--- src/rtl/prod_scaler_pkg.sv ---
package prod_scaler_pkg;

   // Scale select encoding shared by both lanes
   typedef enum logic [1:0] {
      SH_NONE = 2'b00,
      SH_ASR2 = 2'b01,
      SH_SHL2 = 2'b10,
      SH_SHL1 = 2'b11
   } shift_sel_e;

   // Extra headroom bits carried through a lane (largest left shift)
   localparam int HEADROOM = 2;

endpackage

--- src/rtl/prod_shift_unit.sv ---
module prod_shift_unit
   import prod_scaler_pkg::*;
#(
   parameter int DW      = 32,
   parameter bit HAS_R15 = 1'b0,
   parameter int R15_AMT = 15
) (
   input  logic [DW-1:0]          din,
   input  logic [1:0]             sel,
   input  logic                   r15_req,
   input  logic                   r15_alt,
   output logic [DW+HEADROOM-1:0] wide
);

   localparam int WW = DW + HEADROOM;

   logic signed [WW-1:0] ext;
   logic signed [WW-1:0] sel_res;

   assign ext = $signed({{HEADROOM{din[DW-1]}}, din});

   always_comb begin
      case (sel)
         SH_NONE: sel_res = ext;
         SH_ASR2: sel_res = ext >>> 2;
         SH_SHL2: sel_res = ext <<< 2;
         default: sel_res = ext <<< 1;
      endcase
   end

   generate
      if (HAS_R15) begin : g_r15
         logic signed [WW-1:0] plain_r;
         logic signed [WW-1:0] alt_r;
         assign plain_r = ext >>> R15_AMT;
         assign alt_r   = (ext >>> (R15_AMT + 1)) <<< 1;
         assign wide    = r15_req ? (r15_alt ? alt_r : plain_r) : sel_res;
      end else begin : g_plain
         logic unused_r15;
         assign unused_r15 = ^{r15_req, r15_alt};
         assign wide       = sel_res;
      end
   endgenerate

endmodule

--- src/rtl/prod_sat_unit.sv ---
module prod_sat_unit
   import prod_scaler_pkg::*;
#(
   parameter int DW = 32
) (
   input  logic [DW+HEADROOM-1:0] wide,
   input  logic                   sat_en,
   output logic [DW-1:0]          dout,
   output logic                   ovf
);

   localparam int WW = DW + HEADROOM;
   localparam logic [DW-1:0] POS_LIM = {1'b0, {(DW-1){1'b1}}};
   localparam logic [DW-1:0] NEG_LIM = {1'b1, {(DW-1){1'b0}}};

   logic [HEADROOM:0] head;
   logic              fits;
   logic              clip;

   // Value fits when headroom bits all equal the target sign bit
   assign head = wide[WW-1:DW-1];
   assign fits = (&head) | (~|head);
   assign clip = sat_en & ~fits;

   always_comb begin
      if (clip) begin
         dout = wide[WW-1] ? NEG_LIM : POS_LIM;
      end else begin
         dout = wide[DW-1:0];
      end
   end

   assign ovf = clip;

endmodule

--- src/rtl/prod_scaler.sv ---
module prod_scaler
   import prod_scaler_pkg::*;
#(
   parameter int DW      = 32,
   parameter int R15_AMT = 15
) (
   input  logic          clk,
   input  logic          rst_n,
   input  logic [DW-1:0] p0_in,
   input  logic [DW-1:0] p1_in,
   input  logic [1:0]    p0_sel,
   input  logic [1:0]    p1_sel,
   input  logic          r15_req,
   input  logic          r15_alt,
   input  logic          sat_en,
   output logic [DW-1:0] p0_out,
   output logic [DW-1:0] p1_out,
   output logic          p0_ovf,
   output logic          p1_ovf
);

   localparam int NLANE = 2;
   localparam int WW    = DW + HEADROOM;

   generate
      if (DW < R15_AMT + 3) begin : g_bad_width
         $error("prod_scaler: DW must exceed R15_AMT + 2");
      end
      if (R15_AMT < 1) begin : g_bad_amt
         $error("prod_scaler: R15_AMT must be at least 1");
      end
   endgenerate

   logic [DW-1:0] lane_in  [NLANE];
   logic [1:0]    lane_sel [NLANE];
   logic [WW-1:0] lane_wide[NLANE];
   logic [DW-1:0] lane_d   [NLANE];
   logic          lane_ovf [NLANE];
   logic [DW-1:0] lane_q   [NLANE];
   logic          lane_fq  [NLANE];

   assign lane_in[0]  = p0_in;
   assign lane_in[1]  = p1_in;
   assign lane_sel[0] = p0_sel;
   assign lane_sel[1] = p1_sel;

   generate
      for (genvar i = 0; i < NLANE; i++) begin : g_lane
         prod_shift_unit #(
            .DW      (DW),
            .HAS_R15 (i == 1),
            .R15_AMT (R15_AMT)
         ) u_shift (
            .din     (lane_in[i]),
            .sel     (lane_sel[i]),
            .r15_req (r15_req),
            .r15_alt (r15_alt),
            .wide    (lane_wide[i])
         );

         prod_sat_unit #(
            .DW (DW)
         ) u_sat (
            .wide   (lane_wide[i]),
            .sat_en (sat_en),
            .dout   (lane_d[i]),
            .ovf    (lane_ovf[i])
         );

         always_ff @(posedge clk or negedge rst_n) begin
            if (!rst_n) begin
               lane_q[i]  <= '0;
               lane_fq[i] <= 1'b0;
            end else begin
               lane_q[i]  <= lane_d[i];
               lane_fq[i] <= lane_ovf[i];
            end
         end
      end
   endgenerate

   assign p0_out = lane_q[0];
   assign p1_out = lane_q[1];
   assign p0_ovf = lane_fq[0];
   assign p1_ovf = lane_fq[1];

endmodule

--- config.mk ---
export PLATFORM = sky130hd
export DESIGN_NAME = prod_scaler
export DESIGN_NICKNAME = d
export VERILOG_FILES = /design/src/rtl/prod_scaler_pkg.sv /design/src/rtl/prod_shift_unit.sv /design/src/rtl/prod_sat_unit.sv /design/src/rtl/prod_scaler.sv
export SDC_FILE = /design/constraint.sdc
export NUM_CORES = 1
export LEC_CHECK = 0
export ABC_AREA = 1
export BUFFER_PORTS_ARGS = -buffer_cell sky130_fd_sc_hd__buf_2
export CAP_MARGIN = 20
export CORE_UTILIZATION = 25
export DETAILED_ROUTE_END_ITERATION = 7
export PLACE_DENSITY = 0.46
export SKIP_CTS_REPAIR_TIMING = 1
export SLEW_MARGIN = 20
export SYNTH_ARGS = -nofsm -noshare
export SYNTH_HDL_FRONTEND = slang
export SYNTH_SLANG_ARGS = --single-unit
export TNS_END_PERCENT = 10
--- constraint.sdc ---
create_clock -name clk -period 0.8 [get_ports clk]
set_clock_uncertainty 0.15 [all_clocks]
set_input_delay 0.16 -clock clk [delete_from_list [all_inputs] [get_ports clk]]
set_output_delay 0.16 -clock clk [all_outputs]
set_load 0.03 [all_outputs]
[Word-level counts from Yosys, hierarchy flattened]
Index checks and enable logic that the tools add are counted.
Word-level totals
  bits in registers: 66
  input port bits: 73
  output and inout port bits: 66
  logic and storage cells: 30
Operators by class
  equal/unequal tests: 4
  multiplexer cells: 8
  bitwise gates (word level): 6
  reduce and logical (&&, ||, !) cells: 8
Operators with widths (count)
  one-hot mux 33 bit (3 select lines): 2
  2-to-1 mux 32 bit: 4
  2-to-1 mux 33 bit: 1
  AND reduction 3 bit: 2
  OR reduction 3 bit: 2
  equality test 2 x 1 -> 1 bit, second input constant: 2
  equality test 2 bit, second input constant: 2
  logical NOT 2 bit: 2
  bitwise AND 1 bit: 2
  logical NOT 1 bit: 2
  inverter 1 bit: 2
  OR 1 bit: 2
  2-to-1 mux 1 bit: 1

[Longest topological paths before layout]
Gate-level depths: netlist (run 1).
  depth in word-level cells: 9
  depth in mapped cells: 11
  gate-level depth less buffers: 9

[By module]
Synthesis (run 1) repeated with hierarchy kept, for this count alone.
Unflattened totals
  cells, all modules: 708
  area, all modules: 4538.1 um^2
Modules (own cells, without submodules)
  prod_scaler: instances 1, cells each 66, area an instance 1651.6 um^2, seq. area each 1651.6 um^2
  prod_shift_unit at g_lane[1].u_shift: instances 1, cells each 300, area an instance 1267.5 um^2, seq. area each 0.0 um^2
  prod_shift_unit at g_lane[0].u_shift: instances 1, cells each 186, area an instance 968.4 um^2, seq. area each 0.0 um^2
  prod_sat_unit: instances 2, cells each 78, area an instance 325.3 um^2, seq. area each 0.0 um^2

[Least setup slack after synthesis (run 1)]
Ideal clock, no wire load.
  path kind: input to register
  start: in p1_sel[0]
  end: reg lane_q (netlist bit p1_out[21])
  library setup time: 121 ps
  arrival: 1035 ps
  data required time: 529 ps
  path slack: -505 ps
  stages on the path: 10
  path buffers: 2
  cell sequence: buf_4 -> inv_2 -> nand2_1 -> nor3_2 -> nor2_1 -> nand2_1 -> nand3_2 -> buf_2 -> nand2_1 -> nand2_1
On the way
  longest elaborated chain between the ends: 9
  elaborated cells between the ends (all ways): 12
  classes of those cells: eq/ne (2); mux (3); bitwise (3); reduce/logical (4)
RTL lines
  start, declared: RTL line prod_scaler.sv:12  | input logic [1:0] p1_sel,
  equality test 2 bit (tied with other cells): RTL line prod_shift_unit.sv:23  | case (sel)
  one-hot mux 33 bit (3 select lines) *: RTL line prod_shift_unit.sv:23
  2-to-1 mux 33 bit *: RTL line prod_shift_unit.sv:37  | assign wide = r15_req ? (r15_alt ? alt_r : plain_r) : sel_res;
  OR reduction 3 bit: RTL line prod_sat_unit.sv:22  | assign fits = (&head) | (~|head);
  logical NOT 1 bit: RTL line prod_sat_unit.sv:22
  OR 1 bit: RTL line prod_sat_unit.sv:22
  inverter 1 bit: RTL line prod_sat_unit.sv:23  | assign clip = sat_en & ~fits;
  bitwise AND 1 bit: RTL line prod_sat_unit.sv:23
  2-to-1 mux 32 bit *: RTL line prod_sat_unit.sv:26  | if (clip) begin
  net g_lane[1].u_sat.dout[21]: RTL line prod_sat_unit.sv:8  | output logic [DW-1:0] dout,
  end signal, assigned by index: RTL line prod_scaler.sv:75  | lane_q[i] <= lane_d[i];
  end, declared: RTL line prod_scaler.sv:39  | logic [DW-1:0] lane_q [NLANE];
Mark *: on every way through the listed nets, which the timed path passes. The rest lies on a longest branch.

[Worst setup path in the final report (run 1)]
  start: reg lane_q (netlist bit p0_out[31])
  end: out p0_out[31]
RTL lines
  end, declared: RTL line prod_scaler.sv:16  | output logic [DW-1:0] p0_out,
No word-level cell between the ends.

==> results.md, run 1 <==
- Die area: approximately 17000 µm²
- Initial core utilization: 0.255
- Initial DRT Pass Iterations: 5
- Cell type with the highest aggregate area in the netlist: dfrtp_1
- Sequential fraction of the synthesis area: 0.392
- Utilization after layout: 0.400
- Failing checks: negative hold slack, negative setup slack
- Worst Path Required: a little under 500 ps
- Max Fclk: 821 MHz
- Power Total: 11.9 mW
- Worst path cell trace: buf_6
- Finish-stage setup viols: between 100 and 150
- Gr ovfl total: 0
- WP buf/inv: 1
- Die height: 132 µm
- Number of global-route vias before repair: 5002
- Area Growth Syn to Fin: 56.8%
- Post-synth top area share: 0.392
- Top cells by area, synth: dfrtp_1 39%, nand2_1 27%, o21ai_0 5.7%, o211ai_1 4.1%, inv_1 3.4%
- Worst setup startpoint: p0_out[31]
- Setup ws final: -418 ps
- Slowest stage delay, CP: about 420 ps
- Sw frac: 0.347
- Syn_area_per_cell: between 6 and 7 µm²
- I/O pin count: 139
- Post-Syn Nets: 700
- Via density: 4.73
- Routed len/inst: around 15 µm
- Row count: 47
- Least-Margin Pin Slew: 313 ps
- CP Max Fanout: 1
- Crit path capture type: output port
- Startpoint types: register
- Post-route ant nets: 0
- Post-route minimum period: 1220 ps
- Fin Setup TNS: -44610 ps
- TritonCTS Buffers: 9
- Filler Cells Inserted: roughly 1800
- Cell Pwr Density: 1800 nW/µm²
- Post-Place Cells: 1045
- CP max-delay cell: dfrtp_1
- Net Sw Power: approximately 4.1 mW
- Antenna Cells: 0
- Crit-path leading delay family: flip-flops
- RSZ-0062 raised after global routing: yes
- Slew Limit Headroom: 0.789
- GRT Overall Usage: 0.187
- Leakage: ~3.6 nW
- 1st-iter DRT viols: 298
- Outcome: complete, but fails checks
- Syn Inst Count: 627
- Clock Pin Slew Worst Setup and Hold Paths: roughly 50 ps
- Largest net degree at the start of global routing: 41
- Sequential power share: 0.327
- Std-Cell Core Area: ~17000 µm²
- Clk sinks: 66
- Dpl hpwl: about 12000 µm
- CTS tree: yes
- Min-Delay Path Class: input pin to register
- Max Cap Violations: 0
- RD Place Congestion: between 0.8 and 0.9
- CTS Buffer Depth: 2
- CP arrival: 910 ps
- VDD IR max: 0.970 mV
- Internal: between 7 and 8 mW
- Critical path depth: 1
- Clock power frac: 0.332
- Clock Root Buffer: clkbuf_16
- Die width: 132 µm
- PortBufs: 138
- Nets: 923
- WHS: -39.7 ps
- Pins Over Slew Limit: 0
- CP Class: register to output port
- Fin crit share: 1.52
- Critical Path End: p0_out[31]
- Final hold vios: 1
- YS warnings: 0
- First-pass GRT wire length: between 20000 and 30000 µm
- Mapped cell area: 4210 µm²
- Initial antenna violation count: 0
- Most common cell after layout, fill and taps aside: nand2_1
- Share of post-route cells with drive strength above 1: 0.386
- #FFs+latches synth: 66
- Commonest cells after routing, fill and taps aside: 270 x nand2_1, 126 x buf_2, 93 x buf_4, 66 x dfrtp_1, 46 x o21ai_0
- Gate power share: 0.341
- Number of H-tree levels: 3
- Vias: 5088
- Count of cell types in the netlist: 29
- DRC: 0
- Post-Layout Cell Count: between 1000 and 1500
- Final wirelength: 16500 µm
worst min-delay path, delay by kind of cell:
family	cells	cell delay [ps]
buffers and inverters	1	110
AND/OR/NAND/NOR	2	130
final cells by class:
type | count | area, µm² | area share
multi-input cells | 481 | 2370 | 0.359
repair buffers | 251 | 1840 | 0.278
flip-flops and latches | 66 | 1650 | 0.250
well taps | 220 | 275 | 0.0417
clock buffers | 12 | 246 | 0.0373
inverters | 41 | 173 | 0.0261
clock inverters | 4 | 51.3 | 0.00777
cells in the mapped netlist:
cell / count
nand4_2: 2
dfrtp_1: 66
buf_1: 2
clkbuf_1: 9
o2111ai_1: 11
buf_2: 23
a21oi_1: 23
nand2_2: 4
inv_1: 38
a31oi_1: 1
o22ai_1: 12
nand4_1: 3
nor2_1: 9
o21ai_0: 48
or2_2: 2
nand3_1: 24
mux2_2: 1
nor3_2: 1
nor2_4: 1
nand2_1: 308
o211ai_1: 23
inv_2: 2
buf_4: 2
a31o_1: 2
clkinv_4: 1
nor3_1: 1
nand3_2: 3
buf_6: 3
nor2_2: 2
state kept, by name, summed over array words and instances, names as in the netlist:
signal / cells
p0_out: 32
p1_out: 32
p1_ovf: 1
p0_ovf: 1
metal layers:
| layer | share of wire | global-route usage |
|---|---|---|
| met1 | 0.44 | 0.238 |
| met2 | 0.48 | 0.312 |
| met3 | 0.064 | 0.0400 |
| met4 | 0.013 | 0.0678 |
| met5 | 0 | 0 |
stage by stage:
| stage | setup slack, ps | cell area, µm² |
|---|---|---|
| 2_1_floorplan | -478 | 4270 |
| 3_3_place_gp | -764 | 5830 |
| 3_5_place_dp | -797 | 5830 |
| 4_1_cts | -447 | 6130 |
| 5_1_grt | -440 | 6600 |
| 6_report | -418 | 6600 |
worst min path at each step:
| stage | startpoint | to | slack [ps] | cells after the start |
|---|---|---|---|---|
| floorplan | rst_n | p0_out[0] | -290 | 0 |
| global placement | rst_n | p0_out[13] | 6 | 2 |
| detailed placement | rst_n | p0_out[11] | 10 | 2 |
| CTS | rst_n | p0_out[13] | -350 | 2 |
| global route | p0_in[0] | p0_out[0] | -30 | 3 |
| finish | p0_in[2] | p0_out[0] | -40 | 3 |
logic make-up (layout without fill, tap and decap cells):
family,count (synthesis),in the layout,share of synthesized area
multiplexers,1,1,0.00267
flip-flops,66,66,0.392
AO/OA/AOI/OAI,120,120,0.172
AND/OR/NAND/NOR,360,360,0.347
buffers and inverters,80,308,0.0865
power by group through the flow:
stage / logic (mW) / clock network [mW] / registers, mW
after global placement: 3.67 / 0 / 3.93
after CTS: 3.70 / 4.08 / 3.88
after detailed placement: 3.68 / 0 / 3.94
final: 4.05 / 3.94 / 3.89
after floorplan: 1.23 / 0 / 4.81
after global routing: 4.37 / 4.23 / 3.93
No activity file was read; power rests on OpenSTA's default activity.
==> run 2: changes to the inputs <==
Settings changed: HOLD_SLACK_MARGIN from default to 0.05, RECOVER_POWER from default to 100.
==> run 2 against run 1 <==
First-iteration DRC count unchanged. Cell count unchanged. Flip-flop and latch count unchanged. Via count unchanged. Sequential share of layout area about the same. The run still ends with negative hold slack, negative setup slack left. Maximum frequency unchanged. Combinational power about the same. Highest routed layer unchanged. Clock power about the same. Sequential power about the same.
==> results.md, run 2 (synthesized netlist as in run 1, its figures left out) <==
- Row count: 47
- Sequential power share: 0.327
- Clock Pin Slew Worst Setup and Hold Paths: 50 ps
- Pins Over Slew Limit: 0
- Worst Path Required: 490 ps
- Outcome: complete, but fails checks
- Power Total: 11.9 mW
- Worst path cell trace: buf_6
- Internal: 7.75 mW
- Dpl ws: -797 ps
- Cell Pwr Density: around 1800 nW/µm²
- Post-Place Cells: 1045
- Min-Delay Path Class: input pin to register
- Crit path capture type: output port
- Crit-path leading delay family: flip-flops
- Initial antenna violation count: 0
- Slew Limit Headroom: 0.789
- Share of post-route cells with drive strength above 1: 0.386
- Fin crit share: 1.52
- Commonest cells after routing, fill and taps aside: 270 x nand2_1, 125 x buf_2, 93 x buf_4, 66 x dfrtp_1, 46 x o21ai_0
- Setup ws final: -418 ps
- Final hold vios: 1
- Initial core utilization: 0.255
- PortBufs: ~140
- Vias: 5088
- Failing checks: negative hold slack, negative setup slack
- Sw frac: 0.347
- Clock Root Buffer: clkbuf_16
- Initial DRT Pass Iterations: 5
- DRC: 0
- CP max-delay cell: dfrtp_1
- Fin Setup TNS: -44610 ps
- Final wirelength: 16500 µm
- WHS: -39.7 ps
- CTS Buffer Depth: 2
- RD Place Congestion: 0.897
- Net Sw Power: 4.12 mW
- Gr ovfl total: 0
- Startpoint types: register
- Area Growth Syn to Fin: 56.6%
- Gate power share: 0.341
- Post-route minimum period: 1220 ps
- Final Cell Area: 6600 µm²
- Post-Layout Cell Count: 1075
- Die width: 132 µm
- Finish-stage setup viols: 132
- Clk sinks: 66
- Worst hold path startpoint: p0_in[2]
- Utilization after layout: 0.399
- Least-Margin Pin Slew: between 300 and 400 ps
- TritonCTS Buffers: 9
- CTS tree: yes
- Die height: 132 µm
- Post-Place Cell Area: around 5800 µm²
- Post-route ant nets: 0
- Number of global-route vias before repair: 5002
- CP Max Fanout: 1
- GRT Overall Usage: 0.187
- Dpl hpwl: 12400 µm
- CP Class: register to output port
- Max Cap Violations: 0
- Largest net degree at the start of global routing: ~40
- Via density: about 4.7
- Number of H-tree levels: 3
- Slowest stage delay, CP: 420 ps
- Most common cell after layout, fill and taps aside: nand2_1
- Leakage: between 3 and 4 nW
- WP buf/inv: 1
- Std-Cell Core Area: about 17000 µm²
- CP arrival: 910 ps
- I/O pin count: 139
- RSZ-0062 raised after global routing: yes
- First-pass GRT wire length: 25500 µm
- Hold endpoint: p0_out[0]
- Hold Path Stages: 3
- Routed len/inst: 15.4 µm
- Clock power frac: 0.332
- Nets: approximately 900
- Max Fclk: between 800 and 900 MHz
- Die area: 17400 µm²
- 1st-iter DRT viols: 298
- VDD IR max: a little under 1 mV
- Antenna Cells: 0
[run 2: changes by cell type in the layout (fill, tap and decap cells not counted)]
cell / change
buf_6: +1
buf_12: -1
buf_2: -1
clkbuf_2: +1
[run 2: how the worst max path moves through the flow]
stage | startpoint | end | slack (ps) | cells after the start
6_report | p0_out[31] | p0_out[31] | -420 | 1
5_1_grt | p0_out[31] | p0_out[31] | -440 | 1
4_1_cts | p1_sel[1] | p1_out[11] | -450 | 10
3_5_place_dp | p1_sel[1] | p1_out[8] | -800 | 10
3_3_place_gp | p1_sel[1] | p1_out[11] | -760 | 10
2_1_floorplan | p1_sel[0] | p1_out[0] | -480 | 10
[run 2: power groups by stage]
stage / Clock (mW) / Combinational, mW / Sequential (mW)
floorplan: 0 / 1.23 / 4.81
global placement: 0 / 3.67 / 3.93
detailed placement: 0 / 3.68 / 3.94
CTS: 4.08 / 3.70 / 3.88
global route: 4.23 / 4.37 / 3.93
finish: 3.94 / 4.04 / 3.89
[run 2: metal layers]
layer	share of wire	vias to the layer above	wire [µm]	GRT usage
met5	0	-	0	0
met4	0.013	0	221	0.0678
li1	-	2484	-	-
met3	0.064	19	1050	0.0400
met2	0.48	192	7920	0.312
met1	0.44	2393	7350	0.238
[run 2: area by class of cell]
| class | instances | area (µm²) |
|---|---|---|
| inverters | 41 | 173 |
| multi-input cells | 481 | 2370 |
| clock buffers | 12 | 246 |
| repair buffers | 251 | 1830 |
| well taps | 220 | 275 |
| flip-flops and latches | 66 | 1650 |
| fillers | 1772 | 9930 |
| clock inverters | 4 | 51.3 |
==> run 3: changes to the inputs <==
Settings changed: CORE_MARGIN from default to 3.
==> run 3 against run 2 <==
The flow still finishes with violations (negative hold slack, negative setup slack). Maximum frequency grew 2.3%. Global-route usage shrank 2.1 points. Total power grew 3.6%. Clock power grew 8.1%. Combinational power grew 2%. Die area grew 6.2%. Cell count shrank 2.2%. Critical path depth is the same. Final area grew 0.44%. Setup slack gained 27 ps. Critical path type unchanged. Largest cell class unchanged. Highest routed layer unchanged.
==> results.md, run 3 (synthesized netlist as in run 1, its figures left out) <==
- Vias: around 5100
- First-pass GRT wire length: about 24000 µm
- Worst setup startpoint: p1_out[26]
- Row count: 46
- GRT Overall Usage: 0.167
- Hold endpoint: p0_out[0]
- WHS: -71.6 ps
- Crit-path leading delay family: flip-flops
- Clk sinks: 66
- Fin crit share: 1.49
- Slowest stage delay, CP: 370 ps
- CTS Buffer Depth: 2
- Max Cap Violations: 0
- Via density: 4.82
- Number of H-tree levels: 3
- Worst path cell trace: buf_2
- I/O pin count: 139
- Std-Cell Core Area: roughly 16000 µm²
- Post-Layout Cell Count: 1051
- Final Cell Area: roughly 6600 µm²
- Post-route minimum period: 1190 ps
- Initial DRT Pass Iterations: 5
- Post-route ant nets: 0
- Die height: ~140 µm
- Number of global-route vias before repair: 4830
- Setup ws final: -391 ps
- DRC: 0
- Clock Pin Slew Worst Setup and Hold Paths: 60 ps
- Startpoint types: register
- Gr ovfl total: 0
- Worst Path Required: 490 ps
- Finish-stage setup viols: about 130
- Hold Path Stages: 3
- WP buf/inv: 1
- Initial antenna violation count: 0
- Cell Pwr Density: ~1900 nW/µm²
- Most common cell after layout, fill and taps aside: nand2_1
- CP max-delay cell: dfrtp_1
- Largest net degree at the start of global routing: 42
- Routed len/inst: between 15 and 20 µm
- Dpl hpwl: 11800 µm
- Slew Limit Headroom: 0.816
- Max Fclk: approximately 840 MHz
- Pins Over Slew Limit: 0
- Die width: 136 µm
- Worst hold path startpoint: p0_in[2]
- Die area: 18400 µm²
- CTS tree: yes
- 1st-iter DRT viols: 384
- RD Place Congestion: 0.915
- Failing checks: negative hold slack, negative setup slack
- Outcome: complete, but fails checks
- CP Class: register to output port
- Clock Root Buffer: clkbuf_16
- VDD IR max: 0.947 mV
- Commonest cells after routing, fill and taps aside: 277 x nand2_1, 107 x buf_2, 66 x dfrtp_1, 66 x buf_4, 41 x o21ai_0
- RSZ-0062 raised after global routing: yes
- Fin Setup TNS: -41270 ps
- TritonCTS Buffers: 9
- Antenna Cells: 0
- Post-Place Cells: 1020
- Power Total: around 12 mW
- Utilization after layout: 0.410
- Min-Delay Path Class: input pin to register
- Initial core utilization: 0.260
- Post-Place Cell Area: ~5700 µm²
- CP arrival: between 800 and 900 ps
- Nets: 903
- Dpl ws: -806 ps
- Share of post-route cells with drive strength above 1: 0.369
- PortBufs: 138
- Crit path capture type: output port
- Least-Margin Pin Slew: 277 ps
- Final wirelength: 16200 µm
- Leakage: ~3.6 nW
- Area Growth Syn to Fin: 57.3%
- Final hold vios: 1
- CP Max Fanout: 1
[run 3: changes by cell type in the layout (fill, tap and decap cells not counted), moves of 4 or more]
cell	before	now
buf_4	93	66
buf_6	16	37
buf_2	125	107
nand2_2	35	25
nand2_1	270	277
o21ai_0	46	41
o21ai_1	2	6
[run 3: worst max path at each step]
stage | end | depth (start not counted)
after floorplan | p1_out[0] | 10
after global placement | p1_out[20] | 9
after detailed placement | p1_out[27] | 10
after CTS | p1_out[19] | 10
after global routing | p1_out[3] | 11
final | p1_out[26] | 1
[run 3: layout make-up]
type / instances / area [µm²]
Fill cell: 1691 / 9550
Sequential cell: 66 / 1650
Tap cell: 216 / 270
Timing Repair Buffer: 231 / 1830
Clock inverter: 6 / 90.1
Multi-Input combinational cell: 481 / 2380
Clock buffer: 10 / 229
Inverter: 41 / 173
[run 3: layer usage]
layer	part of all wire	global-route usage	vias to the layer above	wire [µm]
met5	0	0	-	0
met2	0.47	0.263	240	7560
li1	-	-	2445	-
met3	0.087	0.0446	24	1410
met1	0.42	0.220	2356	6860
met4	0.023	0.0577	0	372
[run 3: power breakdown]
group / switching, mW / internal [mW] / total, mW
Combinational: 2.52 / 1.61 / 4.13
Sequential: 0.154 / 3.76 / 3.91
Clock: 1.52 / 2.74 / 4.26
Total: 4.20 / 8.10 / 12.3
